--- src/rtl/alu_pkg.sv ---
package alu_pkg;

    typedef enum logic [3:0] {
        OP_AND = 4'd0,
        OP_XOR = 4'd1,
        OP_OR  = 4'd2,
        OP_BIC = 4'd3,
        OP_ADD = 4'd4,
        OP_SUB = 4'd5,
        OP_RSB = 4'd6,
        OP_SHL = 4'd7,
        OP_SHR = 4'd8,
        OP_ADC = 4'd9,
        OP_SBC = 4'd10
    } alu_op_e;

    typedef enum logic [1:0] {
        CLS_NONE  = 2'd0,
        CLS_LOGIC = 2'd1,
        CLS_ARITH = 2'd2
    } op_class_e;

    typedef struct packed {
        logic n;
        logic z;
        logic c;
        logic v;
    } flags_t;

    function automatic op_class_e classify(input logic [3:0] code);
        case (code)
            4'd0, 4'd1, 4'd2, 4'd3, 4'd7, 4'd8: classify = CLS_LOGIC;
            4'd4, 4'd5, 4'd6, 4'd9, 4'd10:      classify = CLS_ARITH;
            default:                            classify = CLS_NONE;
        endcase
    endfunction

endpackage

--- src/rtl/alu_logic_unit.sv ---
module alu_logic_unit
    import alu_pkg::*;
#(
    parameter int WIDTH = 32
) (
    input  logic [WIDTH-1:0] a,
    input  logic [WIDTH-1:0] b,
    input  logic [3:0]       code,
    output logic [WIDTH-1:0] res
);
    localparam int SHW = $clog2(WIDTH);

    logic [SHW-1:0] shamt;
    assign shamt = b[SHW-1:0];

    always_comb begin
        case (code)
            OP_AND:  res = a & b;
            OP_XOR:  res = a ^ b;
            OP_OR:   res = a | b;
            OP_BIC:  res = a & ~b;
            OP_SHL:  res = a << shamt;
            OP_SHR:  res = a >> shamt;
            default: res = '0;
        endcase
    end
endmodule

--- src/rtl/alu_add_unit.sv ---
module alu_add_unit #(
    parameter int WIDTH = 32
) (
    input  logic [WIDTH-1:0] x,
    input  logic [WIDTH-1:0] y,
    input  logic             cin,
    output logic [WIDTH-1:0] sum,
    output logic             cout,
    output logic             ovf
);
    logic [WIDTH-1:0] low;
    logic [1:0]       top;
    logic             c_into_msb;

    always_comb begin
        low        = {1'b0, x[WIDTH-2:0]} + {1'b0, y[WIDTH-2:0]} + {{(WIDTH-1){1'b0}}, cin};
        c_into_msb = low[WIDTH-1];
        top        = {1'b0, x[WIDTH-1]} + {1'b0, y[WIDTH-1]} + {1'b0, c_into_msb};
        sum        = {top[0], low[WIDTH-2:0]};
        cout       = top[1];
        ovf        = top[1] ^ c_into_msb;
    end
endmodule

--- src/rtl/alu_flag_reg.sv ---
module alu_flag_reg
    import alu_pkg::*;
(
    input  logic   clk,
    input  logic   rst,
    input  logic   load,
    input  flags_t nxt,
    output flags_t q
);
    always_ff @(posedge clk) begin
        if (rst)
            q <= '0;
        else if (load)
            q <= nxt;
    end
endmodule

--- src/rtl/alu_core.sv ---
module alu_core
    import alu_pkg::*;
#(
    parameter int WIDTH = 32
) (
    input  logic             clk,
    input  logic             rst,
    input  logic [WIDTH-1:0] op_a,
    input  logic [WIDTH-1:0] op_b,
    input  logic [3:0]       op_code,
    input  logic             set_flags,
    output logic [WIDTH-1:0] result,
    output logic             flag_n,
    output logic             flag_z,
    output logic             flag_c,
    output logic             flag_v
);
    flags_t           cur, nxt;
    op_class_e        cls;
    logic [WIDTH-1:0] add_x, add_y, add_sum, logic_res;
    logic             add_cin, add_cout, add_ovf;

    assign cls = classify(op_code);

    always_comb begin
        add_x   = op_a;
        add_y   = op_b;
        add_cin = 1'b0;
        case (op_code)
            OP_SUB: begin add_y = ~op_b; add_cin = 1'b1; end
            OP_RSB: begin add_x = op_b; add_y = ~op_a; add_cin = 1'b1; end
            OP_ADC: add_cin = cur.c;
            OP_SBC: begin add_y = ~op_b; add_cin = cur.c; end
            default: ;
        endcase
    end

    alu_add_unit #(.WIDTH(WIDTH)) u_add (
        .x(add_x), .y(add_y), .cin(add_cin),
        .sum(add_sum), .cout(add_cout), .ovf(add_ovf)
    );

    alu_logic_unit #(.WIDTH(WIDTH)) u_logic (
        .a(op_a), .b(op_b), .code(op_code), .res(logic_res)
    );

    always_comb begin
        case (cls)
            CLS_ARITH: result = add_sum;
            CLS_LOGIC: result = logic_res;
            default:   result = '0;
        endcase
        nxt   = cur;
        nxt.n = result[WIDTH-1];
        nxt.z = (result == '0);
        if (cls == CLS_ARITH) begin
            nxt.c = add_cout;
            nxt.v = add_ovf;
        end
    end

    alu_flag_reg u_flags (
        .clk(clk), .rst(rst),
        .load(set_flags && (cls != CLS_NONE)),
        .nxt(nxt), .q(cur)
    );

    assign flag_n = cur.n;
    assign flag_z = cur.z;
    assign flag_c = cur.c;
    assign flag_v = cur.v;
endmodule

--- config.mk ---
export PLATFORM = sky130hd
export DESIGN_NAME = alu_core
export DESIGN_NICKNAME = d
export VERILOG_FILES = /design/src/rtl/alu_pkg.sv /design/src/rtl/alu_logic_unit.sv /design/src/rtl/alu_add_unit.sv /design/src/rtl/alu_flag_reg.sv /design/src/rtl/alu_core.sv
export SDC_FILE = /design/constraint.sdc
export NUM_CORES = 1
export LEC_CHECK = 0
export BUFFER_PORTS_ARGS = -buffer_cell sky130_fd_sc_hd__buf_2
export CAP_MARGIN = 10
export CORE_ASPECT_RATIO = 1.75
export CORE_MARGIN = 2
export CORE_UTILIZATION = 62
export DETAILED_ROUTE_END_ITERATION = 7
export GPL_TIMING_DRIVEN = 0
export PLACE_DENSITY = 0.8
export SETUP_SLACK_MARGIN = 0.02
export SYNTH_ARGS = -nofsm -noshare
export SYNTH_HDL_FRONTEND = slang
export SYNTH_SLANG_ARGS = --single-unit
--- constraint.sdc ---
create_clock -name clk -period 7.9 [get_ports clk]
set_input_delay 1.185 -clock clk [delete_from_list [all_inputs] [get_ports clk]]
set_output_delay 1.185 -clock clk [all_outputs]
set_load 0.1 [all_outputs]
==> flow_metrics.env, run 1 <==
export IMPL_grt_ovfl_total=5
export IMPL_error="[ERROR GRT-0116] Global routing finished with congestion. Check the congestion regions in the DRC Viewer."
export IMPL_row_count=59
export IMPL_stop_stage="global routing"
export IMPL_yosysWarnings=0
export IMPL_grt_start_max_net_pins=20
export IMPL_grt_usage=0.685
export IMPL_grt_pass1_wl_um=79100
export IMPL_cts_sinks=4
export IMPL_synthArstFlopShare=0
export IMPL_synth_cells=1294
export IMPL_syn_cell_area_um2=9220
export IMPL_syn_area_per_cell_um2=7.12
export IMPL_cts_inserted_buffers=3
export IMPL_h_tree_depth=1
export IMPL_synthFlopType="dfxtp_1"
export IMPL_port_buffers=104
export IMPL_synth_top_area_share=0.154
export IMPL_gp_congestion=1.22
export IMPL_cts_max_path_buffers=2
export IMPL_die_h_um=165
export IMPL_status="did not finish"
export IMPL_initial_core_util=0.628
export IMPL_root_buffer="clkbuf_16"
export IMPL_ys_ff_latch=4
export IMPL_synth_edf_count=0
export IMPL_yosys_area_top_type="mux4_2"
export IMPL_yosys_top_cells_area="mux4_2 (15%), ha_1 (9.5%), o21ai_0 (7.9%)"
export IMPL_first_global_vias=12500
export IMPL_fp_dieW_um=96.2
export IMPL_ys_seq_area_frac=0.00869
export IMPL_io_pins=107
export IMPL_yosysUniqueCellTypes=86
export IMPL_hold_buffers=0
export IMPL_dp_hpwl_um=37900
export IMPL_syn_nets=1438
[cell usage after synthesis (all sizes together), types with 6 or more instances]
library cell	number
inv	114
xor2	8
and3	10
nand3b	6
mux2	37
a21o	14
nor3	11
nand3	23
a31oi	14
and3b	6
nand2b	18
o21ai	153
mux4	63
o211ai	10
o32ai	6
nor2	81
buf	39
ha	70
o221ai	8
a222oi	16
and2	9
o22ai	22
a22oi	30
nor2b	25
a211oi	18
nand2	134
a21oi	72
a22o	8
mux2i	56
clkbuf	92
xnor2	16
[kinds of logic after synthesis]
family                     Yosys count  share of synthesized area
adders and majority gates           73                      0.102
xor gates and xnor gates            24                     0.0228
buffers and inverters              246                      0.110
muxes                              156                      0.261
and+or+nand+nor                    354                      0.186
DFF                                  4                    0.00869
AOI/OAI and AO/OA                  437                      0.310
[through the flow]
| stage | std cells | setup slack [ns] | cell area (um2) | hold slack [ns] |
|---|---|---|---|---|
| 2_1_floorplan | 1294 | 0.0940 | 9230 | 0.879 |
| 3_3_place_gp | 1581 | -2.18 | 9980 | 0.441 |
| 3_5_place_dp | 1581 | -2.27 | 9990 | 0.466 |
| 4_1_cts | 1582 | 0.0219 | 10200 | 0.479 |
[metal layers]
metal  overflow  global-route usage
met1          0               0.705
met2          3               0.866
met3          1               0.490
met4          1               0.649
met5          0               0.111
[what timing repair did]
action | CTS
buffers inserted | 3
resized for setup | 46
pin swaps | 4
setup endpoints to repair | 22
==> run 2, diff against run 1 <==
- CORE_ASPECT_RATIO: 1.75 -> not set
- CORE_UTILIZATION: 62 -> 40
- PLACE_DENSITY: 0.8 -> not set
- PLACE_DENSITY_LB_ADDON: not set -> 0.15
- SETUP_SLACK_MARGIN: 0.02 -> not set
==> flow_metrics.env, run 2 <==
export IMPL_status="completed"
export IMPL_p_comb_frac=0.902
export IMPL_slew_headroom=0.304
export IMPL_power_uw=1040
export IMPL_ys_ff_latch=4
export IMPL_worstReg2RegStart="u_flags.q[1]$_SDFFE_PP0P_"
export IMPL_wire_per_inst_um=30.5
export IMPL_root_buffer="clkbuf_16"
export IMPL_yosys_area_top_type="mux4_2"
export IMPL_crit_family="compound AO/OA/AOI/OAI gates"
export IMPL_yosysWarnings=0
export IMPL_max_freq_ghz=0.128
export IMPL_p_seq_frac=0.021
export IMPL_crit_type="in2out"
export IMPL_critPathLaunchType="input pin"
export IMPL_maxCapViolCount=0
export IMPL_dp_hpwl_um=41600
export IMPL_crit_buf_inv=7
export IMPL_slew_violations=0
export IMPL_core_um2=22600
export IMPL_design_area_um2=10400
export IMPL_syn2layout_area_growth_pct=12.6
export IMPL_dp_slack_ns=-2.56
export IMPL_drc=0
export IMPL_yosysUniqueCellTypes=86
export IMPL_hp_class="reg2reg"
export IMPL_top_regs="u_flags.q: 4 flops"
export IMPL_synthFlopType="dfxtp_1"
export IMPL_leakage_uw=0.00443
export IMPL_critPathCaptureType="output pin"
export IMPL_power_switching_uw=636
export IMPL_largest_register="u_flags.q"
export IMPL_setup_viol=0
export IMPL_crit_slowest_cell="clkbuf_1"
export IMPL_synth_edf_count=0
export IMPL_grt_ovfl_total=0
export IMPL_min_delay_start="u_flags.q[3]$_SDFFE_PP0P_"
export IMPL_multi_input_area_um2=8260
export IMPL_power_density_nw_per_um2=100
export IMPL_swShare=0.612
export IMPL_netlist_top_cells_count="o21ai_0 (146), nand2_1 (134), inv_1 (113), clkbuf_1 (92), nor2_1 (81)"
export IMPL_hold_violations=0
export IMPL_mostFrequentLayoutCell="o21ai_0"
export IMPL_synthArstFlopShare=0
export IMPL_yosysMostFrequentCell="o21ai_0"
export IMPL_antenna_found_initial=3
export IMPL_gp_congestion=1.07
export IMPL_drtIter0Drc=1806
export IMPL_syn_nets=1438
export IMPL_grt_start_max_net_pins=20
export IMPL_worstSetupStartpoint="op_b[2]"
export IMPL_period_minus_slack_ns=7.80
export IMPL_fin_skew_ns=0.00121
export IMPL_yosys_top_cells_area="mux4_2 (15%), ha_1 (9.5%), o21ai_0 (7.9%)"
export IMPL_ir_drop_mv=0.0840
export IMPL_grt_setup_unrepaired="true"
export IMPL_vias=11700
export IMPL_n_fill_cell=2389
export IMPL_row_count=55
export IMPL_largest_reg_flops=4
export IMPL_postPlaceCellArea_um2=10100
export IMPL_synth_cells=1294
export IMPL_tightest_slew_ns=1.04
export IMPL_fin_nets=1545
export IMPL_ys_seq_area_frac=0.00869
export IMPL_drtAntennaViolNets=0
export IMPL_syn_area_per_cell_um2=7.12
export IMPL_synth_top_area_share=0.154
export IMPL_cts_max_path_buffers=2
export IMPL_period_share=0.987
export IMPL_viasPerCell=6.97
export IMPL_clkPwrFrac=0.077
export IMPL_firstDrtPassIters=7
export IMPL_critPathMaxStageDelay_ns=0.56
export IMPL_cp_cell_sequence="buf_2, inv_1, buf_2, clkbuf_1, clkbuf_4, o221ai_1, ha_1, o211ai_1, a21oi_2, o21ai_2, a311oi_4, a311o_1, a21o_1, a21oi_4, fa_1, nor2_1, a2111oi_2, a211oi_2, buf_4, buf_4"
export IMPL_fin_ws_ns=0.104
export IMPL_cts_tree="yes"
export IMPL_p_int_uw=403
export IMPL_first_global_vias=11000
export IMPL_seqCellArea_um2=80.1
export IMPL_grt_pass1_wl_um=74300
export IMPL_grt_usage=0.415
export IMPL_syn_cell_area_um2=9220
export IMPL_dieArea_um2=24300
export IMPL_final_cell_mix="o21ai_0 (141), nand2_1 (134), buf_2 (118)"
export IMPL_cts_inserted_buffers=3
export IMPL_whs_ns=0.460
export IMPL_port_buffers=104
export IMPL_arrival_ns=6.61
export IMPL_drive_above_1_share=0.205
export IMPL_cts_sinks=4
export IMPL_cp_max_fo=19
export IMPL_path_clk_slew_ns=0.03
export IMPL_crit_required_ns=6.71
export IMPL_wirelength_um=51300
export IMPL_die_h_um=156
export IMPL_fp_dieW_um=156
export IMPL_initial_core_util=0.407
export IMPL_io_pins=107
export IMPL_h_tree_depth=1
export IMPL_insertion_delay_ns=0.22
[run 2: cell counts after synthesis]
No cell type changed its count.
[run 2: kinds of logic after synthesis]
| family | synth area share |
|---|---|
| compound gates | 0.310 |
| xor+xnor | 0.0228 |
| fa+ha+maj | 0.102 |
| buf+inv | 0.110 |
| flops | 0.00869 |
| mux | 0.261 |
| simple gates | 0.186 |
[run 2: worst paths after layout]
path                               end  depth (start not counted)  slack [ns]
max                         result[31]                         20        0.10
min          u_flags.q[3]$_SDFFE_PP0P_                          2        0.46
max reg2reg  u_flags.q[2]$_SDFFE_PP0P_                         21        2.03
min reg2reg  u_flags.q[3]$_SDFFE_PP0P_                          2        0.46
[run 2: power by group through the flow]
stage                     combinational [uW]  clock, uW  sequential, uW
after detailed placement                 873          0            22.5
after global routing                     984       81.8            22.4
after floorplan                          595          0            31.1
after CTS                                891       80.4            22.3
final                                    937       79.7            22.3
after global placement                   877          0            22.5
[run 2: area by class of cell]
cell class                 count  area share
buffer                       121      0.0568
sequential                     4     0.00771
tap                          285      0.0343
timing repair buffer         112      0.0566
antenna                        1    0.000241
inverter                     115      0.0416
multi-input combinational   1044       0.795
clock buffer                   3     0.00723
[run 2: timing repair]
action	in CTS	in global routing
setup endpoints to repair	23	8
pin swaps	2	6
hold buffers	0	0
cloned	0	0
resized for setup	33	30
buffers inserted	5	2
[run 2: worst min-delay path, cell delays in order, from the launching register on]
cell and delay, ns:
dfxtp_1 0.30, nand2_1 0.05, a21oi_1 0.05
[run 2: metrics by stage]
stage / TNS (ns) / std cells / util
CTS: 0 / 1685 / 0.455
finish: 0 / 1685 / 0.459
detailed placement: -15.30 / 1684 / 0.447
floorplan: 0 / 1294 / -
global route: -0.0659 / 1684 / 0.458
global placement: -14.81 / 1683 / 0.446
[run 2: metal layers]
metal  share of wire  vias to the layer above  GRT usage
met5          0.0018                        -     0.0228
met4           0.052                        6      0.152
met3            0.13                      177      0.112
met2            0.43                      846      0.636
met1            0.39                     5678      0.557
li1                -                     5039          -
No activity file was read; power rests on OpenSTA's default activity.
